==> src/rtl/rowseq_pkg.sv <==
package rowseq_pkg;
  localparam int unsigned NBUF = 3;
  typedef logic [1:0] bidx_t;
  typedef enum logic [3:0] {
    S_IDLE, S_LD1, S_WINIT, S_WH0, S_VGO, S_WV, S_WH, S_WACK, S_CLR, S_DONE
  } seq_state_e;
endpackage

==> src/rtl/rowseq_roles.sv <==
module rowseq_roles
  import rowseq_pkg::*;
(
  input  logic  clk,
  input  logic  rst_n,
  input  logic  init_i,
  input  logic  rot_i,
  output bidx_t prev_o,
  output bidx_t cur_o,
  output bidx_t nxt_o
);
  // slot 0 = previous, 1 = current, 2 = next; rotation renames, never copies
  bidx_t role_q [NBUF];

  always_ff @(posedge clk) begin
    if (!rst_n || init_i) begin
      for (int i = 0; i < int'(NBUF); i++) role_q[i] <= bidx_t'(i);
    end else if (rot_i) begin
      for (int i = 0; i < int'(NBUF); i++) role_q[i] <= role_q[(i + 1) % int'(NBUF)];
    end
  end

  assign prev_o = role_q[0];
  assign cur_o  = role_q[1];
  assign nxt_o  = role_q[2];
endmodule

==> src/rtl/rowseq_req_slot.sv <==
module rowseq_req_slot
  import rowseq_pkg::*;
#(
  parameter int ROW_W = 8
) (
  input  logic             clk,
  input  logic             rst_n,
  input  logic             set_i,
  input  logic             set_store_i,
  input  logic [ROW_W-1:0] set_row_i,
  input  bidx_t            set_buf_i,
  input  logic             ready_i,
  output logic             valid_o,
  output logic             store_o,
  output logic [ROW_W-1:0] row_o,
  output bidx_t            buf_o
);
  always_ff @(posedge clk) begin
    if (!rst_n) begin
      valid_o <= 1'b0;
      store_o <= 1'b0;
      row_o   <= '0;
      buf_o   <= '0;
    end else if (set_i) begin
      valid_o <= 1'b1;
      store_o <= set_store_i;
      row_o   <= set_row_i;
      buf_o   <= set_buf_i;
    end else if (valid_o && ready_i) begin
      valid_o <= 1'b0;
    end
  end
endmodule

==> src/rtl/rowseq_pend_cnt.sv <==
module rowseq_pend_cnt #(
  parameter int CW = 2
) (
  input  logic clk,
  input  logic rst_n,
  input  logic inc_i,
  input  logic dec_i,
  output logic zero_o
);
  logic [CW-1:0] cnt_q;

  always_ff @(posedge clk) begin
    if (!rst_n) cnt_q <= '0;
    else if (inc_i && !dec_i) cnt_q <= cnt_q + 1'b1;
    else if (dec_i && !inc_i) cnt_q <= cnt_q - 1'b1;
  end

  assign zero_o = (cnt_q == '0);
endmodule

==> src/rtl/row_tribuf_seq.sv <==
module row_tribuf_seq
  import rowseq_pkg::*;
#(
  parameter int ROW_W  = 8,
  parameter int PEND_W = 2
) (
  input  logic             clk,
  input  logic             rst_n,
  input  logic             start_i,
  input  logic [ROW_W-1:0] num_rows_i,
  output logic             busy_o,
  output logic             done_o,
  output logic             mreq_valid_o,
  input  logic             mreq_ready_i,
  output logic             mreq_store_o,
  output logic [ROW_W-1:0] mreq_row_o,
  output logic [1:0]       mreq_buf_o,
  input  logic             mack_valid_i,
  input  logic             mack_store_i,
  output logic             hpass_start_o,
  output logic [ROW_W-1:0] hpass_row_o,
  output logic [1:0]       hpass_buf_o,
  input  logic             hpass_done_i,
  output logic             vpass_start_o,
  output logic [ROW_W-1:0] vpass_row_o,
  output logic [1:0]       vpass_prev_buf_o,
  output logic [1:0]       vpass_cur_buf_o,
  input  logic             vpass_done_i,
  output logic             clr_o,
  output logic [1:0]       clr_buf_o
);
  localparam logic [ROW_W-1:0] ROW_ONE  = ROW_W'(1);
  localparam logic [ROW_W-1:0] MIN_ROWS = ROW_W'(2);
  localparam int NKIND = 2;   // 0 = load, 1 = store

  seq_state_e st_q, st_d;
  logic [ROW_W-1:0] n_q, last_q;
  logic h_fin_q, v_fin_q;
  bidx_t role_prev, role_cur, role_nxt;
  logic roles_init, roles_rot;
  logic req_set, req_store;
  logic [ROW_W-1:0] req_row;
  bidx_t req_buf;
  logic h_go, v_go, n_inc, start_ok;
  logic [ROW_W-1:0] h_row_d;
  bidx_t h_buf_d;
  logic [NKIND-1:0] pend_zero;
  logic req_fire;

  rowseq_roles u_roles (
    .clk(clk), .rst_n(rst_n), .init_i(roles_init), .rot_i(roles_rot),
    .prev_o(role_prev), .cur_o(role_cur), .nxt_o(role_nxt)
  );

  rowseq_req_slot #(.ROW_W(ROW_W)) u_slot (
    .clk(clk), .rst_n(rst_n), .set_i(req_set), .set_store_i(req_store),
    .set_row_i(req_row), .set_buf_i(req_buf), .ready_i(mreq_ready_i),
    .valid_o(mreq_valid_o), .store_o(mreq_store_o), .row_o(mreq_row_o),
    .buf_o(mreq_buf_o)
  );

  assign req_fire = mreq_valid_o && mreq_ready_i;

  for (genvar g = 0; g < NKIND; g++) begin : g_pend
    rowseq_pend_cnt #(.CW(PEND_W)) u_cnt (
      .clk(clk), .rst_n(rst_n),
      .inc_i(req_fire && (mreq_store_o == 1'(g))),
      .dec_i(mack_valid_i && (mack_store_i == 1'(g))),
      .zero_o(pend_zero[g])
    );
  end

  always_comb begin
    st_d       = st_q;
    req_set    = 1'b0;
    req_store  = 1'b0;
    req_row    = '0;
    req_buf    = role_prev;
    roles_init = 1'b0;
    roles_rot  = 1'b0;
    h_go       = 1'b0;
    h_row_d    = n_q;
    h_buf_d    = role_cur;
    v_go       = 1'b0;
    n_inc      = 1'b0;
    start_ok   = 1'b0;
    unique case (st_q)
      S_IDLE: if (start_i && num_rows_i >= MIN_ROWS) begin
        start_ok   = 1'b1;
        roles_init = 1'b1;
        req_set    = 1'b1;
        req_buf    = bidx_t'(0);
        st_d       = S_LD1;
      end
      S_LD1: if (!mreq_valid_o) begin
        req_set = 1'b1;
        req_row = ROW_ONE;
        req_buf = role_cur;
        st_d    = S_WINIT;
      end
      S_WINIT: if (!mreq_valid_o && pend_zero[0]) begin
        h_go    = 1'b1;
        h_row_d = '0;
        h_buf_d = role_prev;
        st_d    = S_WH0;
      end
      S_WH0: if (h_fin_q) st_d = S_VGO;
      S_VGO: begin
        v_go = 1'b1;
        if (n_q != last_q) begin
          req_set = 1'b1;
          req_row = n_q + ROW_ONE;
          req_buf = role_nxt;
        end
        st_d = S_WV;
      end
      S_WV: if (v_fin_q && !mreq_valid_o) begin
        h_go      = 1'b1;
        req_set   = 1'b1;
        req_store = 1'b1;
        req_row   = n_q - ROW_ONE;
        req_buf   = role_prev;
        st_d      = S_WH;
      end
      S_WH: if (h_fin_q && !mreq_valid_o) begin
        if (n_q == last_q) begin
          req_set   = 1'b1;
          req_store = 1'b1;
          req_row   = n_q;
          req_buf   = role_cur;
        end
        st_d = S_WACK;
      end
      S_WACK: if (!mreq_valid_o && pend_zero[0] && pend_zero[1]) st_d = S_CLR;
      S_CLR: begin
        if (n_q == last_q) st_d = S_DONE;
        else begin
          roles_rot = 1'b1;
          n_inc     = 1'b1;
          st_d      = S_VGO;
        end
      end
      S_DONE: st_d = S_IDLE;
      default: st_d = S_IDLE;
    endcase
  end

  always_ff @(posedge clk) begin
    if (!rst_n) begin
      st_q             <= S_IDLE;
      n_q              <= '0;
      last_q           <= '0;
      hpass_start_o    <= 1'b0;
      vpass_start_o    <= 1'b0;
      hpass_row_o      <= '0;
      hpass_buf_o      <= '0;
      vpass_row_o      <= '0;
      vpass_prev_buf_o <= '0;
      vpass_cur_buf_o  <= '0;
      h_fin_q          <= 1'b0;
      v_fin_q          <= 1'b0;
    end else begin
      st_q          <= st_d;
      hpass_start_o <= h_go;
      vpass_start_o <= v_go;
      if (h_go) begin
        hpass_row_o <= h_row_d;
        hpass_buf_o <= h_buf_d;
      end
      if (v_go) begin
        vpass_row_o      <= n_q;
        vpass_prev_buf_o <= role_prev;
        vpass_cur_buf_o  <= role_cur;
      end
      if (start_ok) begin
        n_q    <= ROW_ONE;
        last_q <= num_rows_i - ROW_ONE;
      end else if (n_inc) begin
        n_q <= n_q + ROW_ONE;
      end
      if (h_go) h_fin_q <= 1'b0;
      else if (hpass_done_i) h_fin_q <= 1'b1;
      if (v_go) v_fin_q <= 1'b0;
      else if (vpass_done_i) v_fin_q <= 1'b1;
    end
  end

  assign busy_o    = (st_q != S_IDLE);
  assign done_o    = (st_q == S_DONE);
  assign clr_o     = (st_q == S_CLR);
  assign clr_buf_o = role_prev;
endmodule


==> config.mk <==
export PLATFORM = sky130hd
export DESIGN_NAME = row_tribuf_seq
export DESIGN_NICKNAME = d
export VERILOG_FILES = /design/src/rtl/rowseq_pkg.sv /design/src/rtl/rowseq_roles.sv /design/src/rtl/rowseq_req_slot.sv /design/src/rtl/rowseq_pend_cnt.sv /design/src/rtl/row_tribuf_seq.sv
export SDC_FILE = /design/constraint.sdc
export NUM_CORES = 1
export LEC_CHECK = 0
export ABC_AREA = 0
export BUFFER_PORTS_ARGS = -buffer_cell sky130_fd_sc_hd__buf_2
export CAP_MARGIN = 20
export CORE_MARGIN = 3
export CORE_UTILIZATION = 50
export CTS_CLUSTER_DIAMETER = 30
export DETAILED_ROUTE_END_ITERATION = 10
export HOLD_SLACK_MARGIN = 0.03
export PLACE_DENSITY = 0.74
export SYNTH_ARGS = -nofsm -noshare
export SYNTH_HDL_FRONTEND = slang
export SYNTH_HIERARCHICAL = 1
export SYNTH_SLANG_ARGS = --single-unit
==> constraint.sdc <==
create_clock -name clk -period 3.05 [get_ports clk]
set_clock_uncertainty 0.1 [all_clocks]
set_input_delay 0.1525 -clock clk [delete_from_list [all_inputs] [get_ports clk]]
set_output_delay 0.1525 -clock clk [all_outputs]
set_load 0.02 [all_outputs]
==> impl_results.md, run 1 <==
- Status: finished clean
- Tmin final: 2.809 ns
- Post-synth EDFFs: 6
- Final Total Pwr: 2.781 mW
- Die area: 8066 µm²
- Hold WC Path Type: input pin to register
- Post-route ant nets: 0
- PostCTS Resize Cnt: 0
- Flop pwr share: 40.0%
- Design area: 4103 µm²
- Clk pwr share: 26.8%
- Combinational power share: 33.2%
- Number of diodes: 0
- FFs w/ async S/R, synth: 0%
- Clk root buf: clkbuf_8
- Number of detailed-route iterations in the first pass: 5
- Max-Cap Viols: 0
- Final critical-path share of the clock period: 92.10%
- Final hold slack: 0.04901 ns
- PnR worst setup slack: 0.2410 ns
- RSZ-0062 raised after global routing: no
- Worst setup SP type: register
- CTS H-tree lvls: 3
- Synth cell count leaders: dfxtp_1 (62), nand2_1 (56), a21oi_1 (30), nor2_1 (30), clkbuf_1 (20)
- Place WS: 0.2753 ns
- Global-route wire length before repair: 14600 µm
- Layer with the highest usage: met2
- First DRT Iteration DRCs: 295
- Global Route met2 Usage: 34.34%
- Fmax: 0.3560 GHz
- Vias in the first global route: 2993
- Starting Density: 53.48%
- DP HPWL: 6306 µm
- DRT Wirelength: 8730 µm
- Cell taking the most area after synthesis: dfxtp_1
- Netlist cell types: 52
- Sequential Area: 1421 µm²
- Synth Flop Type: dfxtp_1
- Setup CP Type: register to register
- Placed Area: 3842 µm²
- Fin. Hold Viols: 0
- Syn_area_per_cell: 8.608 µm²
- Buffers on Ports: 56
- Routed vias: 3114
- Clk sinks: 68
- Most frequent cell after synthesis: dfxtp_1
- GR Util met3: 5.843%
- Crit path max fanout: 12
- Arrival @ worst endpoint: 2.95 ns
- Peak supply drop: 298.3 µV
- Mapped Cells: 408
- Final slew viol count: 0
- Worst-path clk slew: 0.08 ns
- Post-Synthesis Cell Area: 3512 µm²
- Number of synthesis warnings: 6
- Area growth syn-to-layout: 16.81%
- Fillers: 572
- FP Rows: 29
- Synth area leaders: dfxtp_1 (35%), nand2_1 (6.0%), edfxtp_1 (5.1%)
- Core area: 6568 µm²
- Max-slew headroom: 42.59%
- Overflow after GRT: 0
- Worst setup EP type: register
- Sw Pwr: 0.9954 mW
- Sequential-to-total area share from yosys stat: 40.47%
- Worst Tran Pin Value: 0.8602 ns
- TritonCTS buffer count: 9
- GRT Total Usage: 22.32%
- Endpoints failing setup: 0
- Synthesis-stage register bit count: 68
- Clk_lat worst skew: 0.35 ns
- Multi-input logic area: 1923 µm²
- Chip width: 89.81 µm
- Initial antenna violation count: 0
- Drt wl/cell: 15.59 µm
- Fraction of layout cells with a size suffix above 1: 20.77%
- Sw Share: 35.79%
- Synth top area share: 35.34%
- Setup TNS: 0 ns
- Chip Height: 89.81 µm
- Ports: 57
- Mapped Nets: 430
- CTS tree: built
- Drc violations: 0
- Power Internal: 1.786 mW
- Largest net degree at the start of global routing: 32
- P per Cell Area: 677.9 nW/µm²
- Worst EP required: 3.19 ns
- Routability cong.: 0.8844
- DR vias/cell: 5.561
- Global Route met1 Usage: 29.25%
- Leak: 1.650 nW
- Nets: 484
- Largest buffer count on any clock path: 2
[flip-flops by register name, summed over array words and instances (netlist names)]
signal,flops
g_pend.u_cnt/cnt_q,4
h_fin_q,1
hpass_buf_o,2
hpass_row_o,8
hpass_start_o,1
last_q,8
n_q,8
st_q,4
u_roles/role_q,6
u_slot/buf_o,2
u_slot/row_o,8
u_slot/store_o,1
u_slot/valid_o,1
v_fin_q,1
vpass_cur_buf_o,2
vpass_prev_buf_o,2
vpass_row_o,8
vpass_start_o,1
[worst max-delay path, cell delays in order (launching register included)]
cell and delay [ns]:
dfxtp_1 0.60, xnor2_1 0.16, and4_1 0.25, and3_1 0.28, nand2b_1 0.22, or4_1 0.73, mux2i_1 0.28, nor2b_1 0.07
[repair_timing]
item                                   in CTS  in global routing
endpoints found under the hold margin       6                  0
buffers inserted                            0                  0
hold buffers                                6                  0
[stage by stage]
stage	std cells	util [%]
6_report	560	62.47
5_1_grt	560	62.47
4_1_cts	560	62.47
3_5_place_dp	538	58.51
3_3_place_gp	538	58.51
2_1_floorplan	408	-
[layout by cell type (no fill, tap or decap), types with 4 or more instances in the layout]
| cell | count |
|---|---|
| nand2b_1 | 7 |
| o21a_1 | 7 |
| or2_2 | 4 |
| nor2_1 | 30 |
| and4b_2 | 4 |
| buf_4 | 9 |
| nand2_1 | 56 |
| a21oi_1 | 30 |
| inv_1 | 9 |
| mux2i_1 | 17 |
| xnor2_1 | 14 |
| ha_1 | 6 |
| or3_1 | 7 |
| nor2b_1 | 16 |
| nand4_1 | 4 |
| o21ai_0 | 12 |
| and2_1 | 6 |
| nor3_1 | 6 |
| edfxtp_1 | 6 |
| and3_1 | 4 |
| dfxtp_1 | 62 |
| dlygate4sd3_1 | 6 |
| buf_2 | 56 |
| a211oi_1 | 10 |
| nand3_1 | 9 |
| a221oi_1 | 4 |
| xor2_1 | 5 |
| clkbuf_8 | 10 |
[worst paths after layout]
path / start / slack [ns] / cells past startpoint / endpoint
worst max-delay path: n_q[4] / 0.24 / 7 / u_slot/row_o[6]
worst min-delay path: mreq_ready_i / 0.05 / 3 / u_slot/valid_o
worst max register to register: n_q[4] / 0.24 / 7 / u_slot/row_o[6]
worst min register to register: hpass_row_o[3] / 0.35 / 2 / hpass_row_o[3]
[kinds of logic (layout without fill, tap and decap cells)]
group	count (synthesis)	after routing	share of synthesized area (%)
buf+inv	37	96	4.773
compound gates	88	88	16.71
fa+ha+maj	6	6	2.137
simple gates	173	173	26.33
mux	17	17	4.845
flops	68	68	40.47
xor+xnor	19	19	4.738
[power by group through the flow]
stage	Combinational, mW	Sequential [mW]	Clock [mW]
floorplan	0.675	1.14	0
global placement	0.890	1.12	0
detailed placement	0.908	1.13	0
CTS	0.918	1.11	0.761
global route	1.01	1.13	0.800
finish	0.925	1.11	0.745
[layout make-up]
class | instances | area share (%)
clock inverter | 6 | 1.525
tap | 93 | 2.836
multi-input combinational | 303 | 46.87
timing repair buffer | 71 | 9.942
inverter | 9 | 0.8234
sequential | 68 | 34.64
clock buffer | 10 | 3.355
[per-layer routing]
metal / share of wire [%] / vias up / wire length [µm]
met4: 2.1 / 0 / 185
met5: 0 / - / 0
li1: - / 1556 / -
met1: 45 / 1434 / 3954
met3: 6.8 / 17 / 598
met2: 46 / 107 / 3990
Note: power is estimated with default switching activity, not from simulation.
==> inputs of run 2 (changes only) <==
--- a/config.mk
+++ b/config.mk
@@ -6,14 +6,14 @@
 export NUM_CORES = 1
 export LEC_CHECK = 0
 export ABC_AREA = 0
-export BUFFER_PORTS_ARGS = -buffer_cell sky130_fd_sc_hd__buf_2
 export CAP_MARGIN = 20
 export CORE_MARGIN = 3
 export CORE_UTILIZATION = 50
 export CTS_CLUSTER_DIAMETER = 30
 export DETAILED_ROUTE_END_ITERATION = 10
+export DONT_BUFFER_PORTS = 1
 export HOLD_SLACK_MARGIN = 0.03
-export PLACE_DENSITY = 0.74
+export PLACE_DENSITY = 0.67
 export SYNTH_ARGS = -nofsm -noshare
 export SYNTH_HDL_FRONTEND = slang
 export SYNTH_HIERARCHICAL = 1
==> run 2 against run 1 <==
  * Sequential power up 4%
  * Final cell count fell by 7.5%
  * Clock-buffer cell count up 1
  * Via count down 4.9%
  * Combinational power fell by 7.8%
  * Non-clock buffer count down 42
  * Cell area decreased by 3.8%
  * Clock power decreased by 1%
==> impl_results.md, run 2 (synthesized netlist as in run 1, its figures left out) <==
- Status: finished clean
- Power Internal: 1.760 mW
- Fin. Hold Viols: 0
- GRT Total Usage: 22.38%
- CTS H-tree lvls: 3
- Overflow after GRT: 0
- First DRT Iteration DRCs: 200
- P per Cell Area: 693.4 nW/µm²
- Ports: 57
- Number of diodes: 0
- Sw Pwr: 0.9762 mW
- Endpoints failing setup: 0
- Worst setup SP type: input pin
- Final critical-path share of the clock period: 91.64%
- Crit path max fanout: 12
- Placed Area: 3592 µm²
- Core area: 6568 µm²
- Arrival @ worst endpoint: 2.93 ns
- Sw Share: 35.68%
- Clk pwr share: 26.8%
- Commonest non-fill, non-tap cell in the layout: dfxtp_1
- Clk_lat worst skew: 0.35 ns
- Worst setup EP type: register
- DP HPWL: 5997 µm
- FP Rows: 29
- Place WS: 0.3221 ns
- Die area: 8066 µm²
- Initial antenna violation count: 0
- Final slew viol count: 0
- Non-filler cells, final: 518
- Clk root buf: clkbuf_8
- Area growth syn-to-layout: 12.36%
- Drc violations: 0
- Number of detailed-route iterations in the first pass: 4
- Setup CP Type: input pin to register
- Fmax: 0.3578 GHz
- Global-route wire length before repair: 14410 µm
- Post-route ant nets: 0
- DR vias/cell: 5.714
- CTS tree: built
- Post-CTS Repair Setup Buffers: 0
- Fraction of layout cells with a size suffix above 1: 10.35%
- PostCTS Resize Cnt: 0
- Worst Tran Pin Value: 0.8973 ns
- Clk sinks: 68
- PnR worst setup slack: 0.2550 ns
- Final Total Pwr: 2.736 mW
- Placed cells: 486
- Largest net degree at the start of global routing: 30
- Hold WC Path Type: input pin to register
- Routability cong.: 0.9138
- Max-Cap Viols: 0
- Chip width: 89.81 µm
- Vias in the first global route: 2848
- Leak: 1.428 nW
- Setup TNS: 0 ns
- Drt wl/cell: 16.91 µm
- Most frequent cells in the layout: dfxtp_1 (62), nand2_1 (56), nor2_1 (30), a21oi_1 (30), mux2i_1 (17)
- Largest buffer count on any clock path: 2
- Chip Height: 89.81 µm
- Starting Density: 53.48%
- Max-slew headroom: 39.98%
- Worst EP required: 3.19 ns
- Buffers on Ports: 0
- Flop pwr share: 42.0%
- Peak supply drop: 407.2 µV
- DRT Wirelength: 8757 µm
- Routed vias: 2960
- Worst-path clk slew: 0.07 ns
- Design area: 3946 µm²
- TritonCTS buffer count: 9
- Combinational power share: 31.2%
- RSZ-0062 raised after global routing: no
- Nets: 442
- Tmin final: 2.795 ns
[run 2: cell types whose count changed in the layout (fill, tap and decap cells not counted)]
cell | previous run | this run
buf_2 | 56 | 0
buf_4 | 9 | 13
dlygate4sd3_1 | 6 | 16
clkinv_4 | 1 | 0
clkbuf_1 | 0 | 1
clkinv_2 | 2 | 3
inv_4 | 1 | 0
[run 2: power by group through the flow]
stage                     registers, mW  logic (mW)  clock network (mW)
after floorplan                    1.14       0.675                   0
after global placement             1.17       0.799                   0
after detailed placement           1.17       0.812                   0
after CTS                          1.15       0.847               0.750
after global routing               1.16       0.945               0.783
final                              1.15       0.853               0.734
[run 2: timing repair]
action	4_1_cts	5_1_grt
setup endpoints to repair	0	0
hold buffers	16	0
hold endpoints to repair	41	0
[run 2: final timing paths]
kind | start | slack, ns | end | depth (start not counted)
setup / recovery | num_rows_i[0] | 0.25 | u_slot/row_o[0] | 9
hold / removal | rst_n | 0.08 | hpass_row_o[1] | 2
hold reg to reg | g_pend[1].u_cnt/cnt_q[1] | 0.39 | g_pend[1].u_cnt/cnt_q[1] | 2
setup reg to reg | n_q[2] | 0.28 | u_slot/row_o[0] | 7
[run 2: stage by stage]
stage	hold WS [ns]	utilization, %
floorplan	0.1481	-
global placement	0.1544	54.70
detailed placement	0.1574	54.70
CTS	0.06815	60.09
global route	0.07555	60.09
finish	0.07521	60.09
[run 2: metal layers]
layer  vias to the layer above  track usage [%]  share of wire, %
li1                       1464                -                 -
met1                      1383            27.48                43
met2                        92            36.65                48
met3                        21            6.177               6.5
met4                         0            10.09               3.0
met5                         -                0                 0
[run 2: layout make-up]
type                       count  area (µm²)
clock buffer                  11       141.4
clock inverter                 5       52.55
fill                         603        2621
inverter                       9       33.78
multi-input combinational    303        1923
sequential                    68        1421
tap                           93       116.4
timing repair buffer          29       257.7
[run 2: worst max-delay path, stage by stage]
cell	delay (ns)
dlygate4sd3_1	0.60
inv_1	0.10
ha_1	0.22
nor4_1	0.24
nand2_1	0.18
and4_1	0.26
or4_1	0.86
mux2i_1	0.26
nor2b_1	0.06
